## src/rtl/pipe_sfifo.sv

```systemverilog
module pipe_sfifo #(
  parameter int DEPTH    = 2,
  parameter int DATA_W   = 32,
  parameter int KEY_W    = 5,
  parameter int KIND_W   = 2,
  parameter int KIND_LSB = 0,
  parameter int DST_LSB  = 2,
  parameter int WR_KIND_A = 0,
  parameter int WR_KIND_B = 2
) (
  input  logic              clk,
  input  logic              rst_n,
  input  logic              enq_vld,
  input  logic [DATA_W-1:0] enq_data,
  input  logic              deq,
  input  logic              clear,
  output logic [DATA_W-1:0] first_data,
  output logic              full,
  output logic              empty,
  input  logic [KEY_W-1:0]  find_key,
  output logic              find_hit
);
  localparam int PW = (DEPTH > 1) ? $clog2(DEPTH) : 1;
  localparam int CW = $clog2(DEPTH + 1);

  logic [DATA_W-1:0] mem [DEPTH];
  logic [DEPTH-1:0]  vld;
  logic [DEPTH-1:0]  hits;
  logic [PW-1:0]     rd_ptr, wr_ptr;
  logic [CW-1:0]     count;
  logic              do_enq, do_deq;

  function automatic logic [PW-1:0] bump(input logic [PW-1:0] p);
    return (p == PW'(DEPTH - 1)) ? '0 : p + 1'b1;
  endfunction

  assign full       = (count == CW'(DEPTH));
  assign empty      = (count == '0);
  assign do_enq     = enq_vld & ~full & ~clear;
  assign do_deq     = deq & ~empty & ~clear;
  assign first_data = mem[rd_ptr];

  always_ff @(posedge clk) begin
    if (!rst_n || clear) begin
      rd_ptr <= '0;
      wr_ptr <= '0;
      count  <= '0;
      vld    <= '0;
    end else begin
      if (do_enq) begin
        vld[wr_ptr] <= 1'b1;
        wr_ptr      <= bump(wr_ptr);
      end
      if (do_deq) begin
        vld[rd_ptr] <= 1'b0;
        rd_ptr      <= bump(rd_ptr);
      end
      case ({do_enq, do_deq})
        2'b10:   count <= count + 1'b1;
        2'b01:   count <= count - 1'b1;
        default: count <= count;
      endcase
    end
  end

  always_ff @(posedge clk) begin
    if (do_enq) mem[wr_ptr] <= enq_data;
  end

  for (genvar i = 0; i < DEPTH; i++) begin : g_slot
    logic [KIND_W-1:0] kind;
    assign kind    = mem[i][KIND_LSB +: KIND_W];
    assign hits[i] = vld[i]
                   && (kind == KIND_W'(WR_KIND_A) || kind == KIND_W'(WR_KIND_B))
                   && (mem[i][DST_LSB +: KEY_W] == find_key);
  end

  assign find_hit = |hits;
endmodule

```

## config.mk

```make
export PLATFORM = sky130hd
export DESIGN_NAME = pipe_sfifo
export DESIGN_NICKNAME = d
export VERILOG_FILES = /design/src/rtl/pipe_sfifo.sv
export SDC_FILE = /design/constraint.sdc
export NUM_CORES = 1
export LEC_CHECK = 0
export BUFFER_PORTS_ARGS = -buffer_cell sky130_fd_sc_hd__buf_4
export CORE_MARGIN = 2
export CORE_UTILIZATION = 55
export DETAILED_ROUTE_END_ITERATION = 12
export PLACE_DENSITY = 0.95
export SLEW_MARGIN = 0
export SYNTH_ARGS = -nofsm -noshare
export SYNTH_HDL_FRONTEND = slang
export SYNTH_SLANG_ARGS = --single-unit
```

## constraint.sdc

```tcl
create_clock -name clk -period 5.2 [get_ports clk]
set_input_delay 1.04 -clock clk [delete_from_list [all_inputs] [get_ports clk]]
set_output_delay 1.04 -clock clk [all_outputs]
set_load 0.01 [all_outputs]
```

* Word level (Yosys, flattened, before mapping)
Memory sizes are Yosys's and may differ from the RTL's. A register that Yosys moved wholly into a read port is not among the register bits. Index checks and enable logic that the tools add are counted.
Word-level totals: register bits 6, memory bits (writable) 64, input port bits 42, output and inout port bits 35, memories 1
Memory list:
- mem | depth 2, bits a word 32, read ports 3, clocked after memory_dff 1, wr ports 1, line 26 | logic [DATA_W-1:0] mem [DEPTH];
Cells by class: add/sub/neg operators 4, order comparisons 4, equal/unequal tests 7, muxes and demuxes 14, bitwise logic cells 10, reductions and logical operators 15
Operators by type and width (number):
- equality test 5 bit | 2
- equality test 2 bit (second input constant) | 4
- 2-to-1 mux 1 bit | 8
- logical AND 1 bit | 6
- logical NOT 2 bit | 3
- 2-to-1 mux 2 bit | 3
- bitwise AND 1 bit | 4
- < comparator 1 x 2 -> 1 bit (second input constant) | 2
- case mux 2 bit (2 select lines) | 1
- logical OR 1 bit | 3
- inverter 1 bit | 3
- adder 1 bit (second input constant) | 2
- adder 2 x 1 -> 2 bit (second input constant) | 1
- bitwise AND 2 bit | 1
- demux 1 bit (select 1 bit) | 2
- equality test 2 x 1 -> 1 bit (second input constant) | 1
- >= comparator 1 bit (second input constant) | 2
- inverter 2 bit | 1
- OR 2 bit | 1
- nonzero test 2 bit | 1
- OR reduction 2 bit | 1
- subtractor 2 x 1 -> 2 bit (second input constant) | 1
- logical NOT 1 bit | 1

* Logic depth before layout (Yosys ltp)
depth after elaboration 9, gate-level depth with buffers 6, depth with buffers taken out 6

* Worst setup path after synthesis
Ideal clock, no wire load.
path kind input to register, start input port clear, end register vld[1], setup time 0.064 ns, arrival time 2.978 ns, required time 5.136 ns, slack 2.158 ns, stages on the path 3, cell sequence nand2b_1 > nor3b_2 > o221a_2
On the way: word-level cells in the longest chain between the ends 6, elaborated cells between the ends (all ways) 8
Ends and longest elaborated chain:
- start: declaration | line 16 | input logic clear,
- inverter 1 bit | line 39, 40
- bitwise AND 1 bit | line 39 | assign do_enq = enq_vld & ~full & ~clear;
- 2-to-1 mux 2 bit | line 50 | if (do_enq) begin
- 2-to-1 mux 2 bit | line 44 | if (!rst_n || clear) begin
- bitwise AND 2 bit (no source line)
- 2-to-1 mux 2 bit | line 54 | if (do_deq) begin
- end signal: assignment | line 48 | vld <= '0;
- end signal: indexed assignment | line 51 | vld[wr_ptr] <= 1'b1;
- end signal: indexed assignment | line 55 | vld[rd_ptr] <= 1'b0;
- end: declaration | line 27 | logic [DEPTH-1:0] vld;
Parallel ways exist; a longest one is shown, timed or not. The select of a mux whose other input is x is not followed. A chain may end at the register's enable or synchronous reset.

==> metrics.txt <==
Worst Path Required 4.16 ns; first-pass GRT wire length 7.03 mm; worst skew pair latency about 0.34 ns; root buffer cell clkbuf_8; routed wire length 4.78 mm; Tot GR Track Use 18.1%; synthesized cell area 0.00273 mm2; clk sinks a little over 70; P per Cell Area 318 mW/mm2; Period minus WS final 3.02 ns; deepest clock path buffer count 2; die area 0.00555 mm2; hpwl dp 3.22 mm; final setup violation count 0; Cell Area, Placed 0.00340 mm2; hold crit path type flip-flop to flip-flop; synth unique cells 24; Worst-path clk slew approximately 0.070 ns; IO Port Bufs 76; Hold Crit Start count[1]; drt first pass iters 4; CP Capture Type output port; busiest grt layer met2; Final Cycle Share 58.0%; cell leakage power 1.32 nW; largest cells by area after synthesis edfxtp_1, mux2_2, dfxtp_1, xnor2_1, mux2_1; overall die width roughly 75 um; GR Layer Usage met3 7.59%; cell area after layout approximately 0.0036 mm2; Mapped Cells 147; initial drt markers 91; multiplexer area fraction after synthesis 13.2%; syn_nets between 150 and 200; Avg Cell Area, Syn 18.6 um2; GP Congestion 0.745; post-cts resize count 0; adder-cell area share of the yosys netlist 0.458%; Hold-fix buffers, CTS 0; DRC violations left 0; most common cell after layout, fill and taps aside buf_4; Post-Synth XOR/XNOR Area 4.16%; layout cells sized above 1 54.2%; CTS buffer count 9; Fillers 309; share of the synthesized area in the top cell type 70.3%; #FFs+latches synth 71; synth-to-layout area growth 31.4%; drt via density 4.99; worst hold path stage count 2; simple-gate share of the synthesized area 3.66%; worst rel slew slack approximately half; max-slew violation count 0; grt met1 use 22.5%; dpl ws 2.33 ns; crit path launch type flip-flop; fmax 331 MHz; io pins 77; worst vdd ir 203 uV; met2 usage 27.3%; Starting Density 57.5%; WP data arrival ~2 ns; Worst Skew 0.00604 ns; pin count of the biggest net entering global routing 35; Core Region 0.00475 mm2; die height 74.5 um; vias in the first global route 1532; routed length per placed instance ~16 um; routed vias 1521; worst-path maximum fanout 19; max cap viols 0; worst r2r src count[0]; Critical Setup Path Class flip-flop to output port; Synth Warn # 0; setup total negative slack 0 ns; postcts setup bufs 0; row count 25; # nets final 276; flop-to-flop setup slack 3.19 ns; worst slew pin tran approximately 0.76 ns; commonest non-fill, non-tap cells in the layout buf_4, edfxtp_1, mux2_2, xnor2_1, clkbuf_8; Final Hold Fails 0; end of the worst register-to-register path mem[1][15]; largest family of logic cells by synthesized area multiplexers; leading area contributor after synthesis edfxtp_1; Detail Route Antenna Nets 0; RSZ-0062 raised after global routing no; TritonCTS clock tree done; total gr overflow 0; worst r2r path cells 3; status finished clean; Synth Area in Compound Gates around 2.2%; Seq/Total Area, Yosys between 70 and 80%; H-tree depth 3; Ant. Diodes 0; initial antenna violation count 0; worst setup margin 2.18 ns; Worst Hold End count[1]
## how the worst max path moves through the flow
stage	startpoint	end	slack, ns	cells past startpoint
final	flip-flop	first_data[6]	2.18	3
after global routing	flip-flop	first_data[6]	2.06	3
after CTS	flip-flop	first_data[3]	2.12	3
after global placement	find_key[1]	find_hit	2.31	5
after floorplan	clear	vld[1]	2.16	3
after detailed placement	find_key[1]	find_hit	2.33	5
## registers in the layout, summed over array words and instances, names as in the netlist, named ones only
signal  flops
vld         2
count       2
rd_ptr      1
wr_ptr      1
mem        64
## per-stage QoR
stage	hold WS, ns	util (%)	total power [mW]	instances
detailed placement	0.510	71.6	0.745	289
CTS	0.528	75.6	1.16	305
finish	0.525	75.6	1.14	305
floorplan	0.477	-	0.691	147
global placement	0.501	71.6	0.742	289
global route	0.550	75.6	1.18	305
## critical path, stage by stage (launching register included)
cell and delay (ns):
dfxtp_1 0.72, buf_4 0.38, mux2_2 0.39, buf_4 0.15
## power by group
part	switching [mW]	internal, mW	leakage, nW	total (mW)
sequential	0.00520	0.638	0.644	0.644
clock	0.194	0.217	0.0924	0.411
combinational	0.0373	0.0511	0.580	0.0884
## metal layers
| layer | vias to the layer above | share of wire (%) |
|---|---|---|
| met5 | - | 0 |
| met3 | 9 | 6.3 |
| met1 | 721 | 42 |
| met2 | 56 | 50 |
| met4 | 0 | 1.8 |
| li1 | 735 | - |
## logic make-up (layout without fill, tap and decap cells)
family	after synthesis	after routing
fa+ha+maj	1	1
compound gates	8	8
xor+xnor	13	13
simple gates	16	16
mux	32	32
flops	71	71
buf+inv	6	97
## cell usage after synthesis
| cell type | instances |
|---|---|
| mux2_1 | 2 |
| xor2_1 | 1 |
| nor2b_1 | 1 |
| nor3b_2 | 1 |
| edfxtp_1 | 64 |
| o22ai_1 | 1 |
| ha_1 | 1 |
| or2_2 | 1 |
| dfxtp_1 | 7 |
| clkbuf_1 | 1 |
| xnor2_1 | 12 |
| o221a_2 | 2 |
| nand3b_1 | 2 |
| o21a_1 | 2 |
| nand4_1 | 2 |
| mux2_2 | 30 |
| nor3_2 | 1 |
| nor2_1 | 5 |
| inv_1 | 2 |
| a21oi_1 | 1 |
| nand2b_1 | 2 |
| o21ai_0 | 2 |
| buf_2 | 3 |
| or3_1 | 1 |
## final cells by class
type / instances / area [um2] / area share [%]
Clock buffer: 9 / 124 / 3.45
Clock inverter: 7 / 63.8 / 1.78
Inverter: 2 / 7.51 / 0.209
Multi-Input combinational cell: 70 / 658 / 18.3
Sequential cell: 71 / 2060 / 57.4
Tap cell: 67 / 83.8 / 2.33
Timing Repair Buffer: 79 / 593 / 16.5
Note: power is estimated with default switching activity, not from simulation.
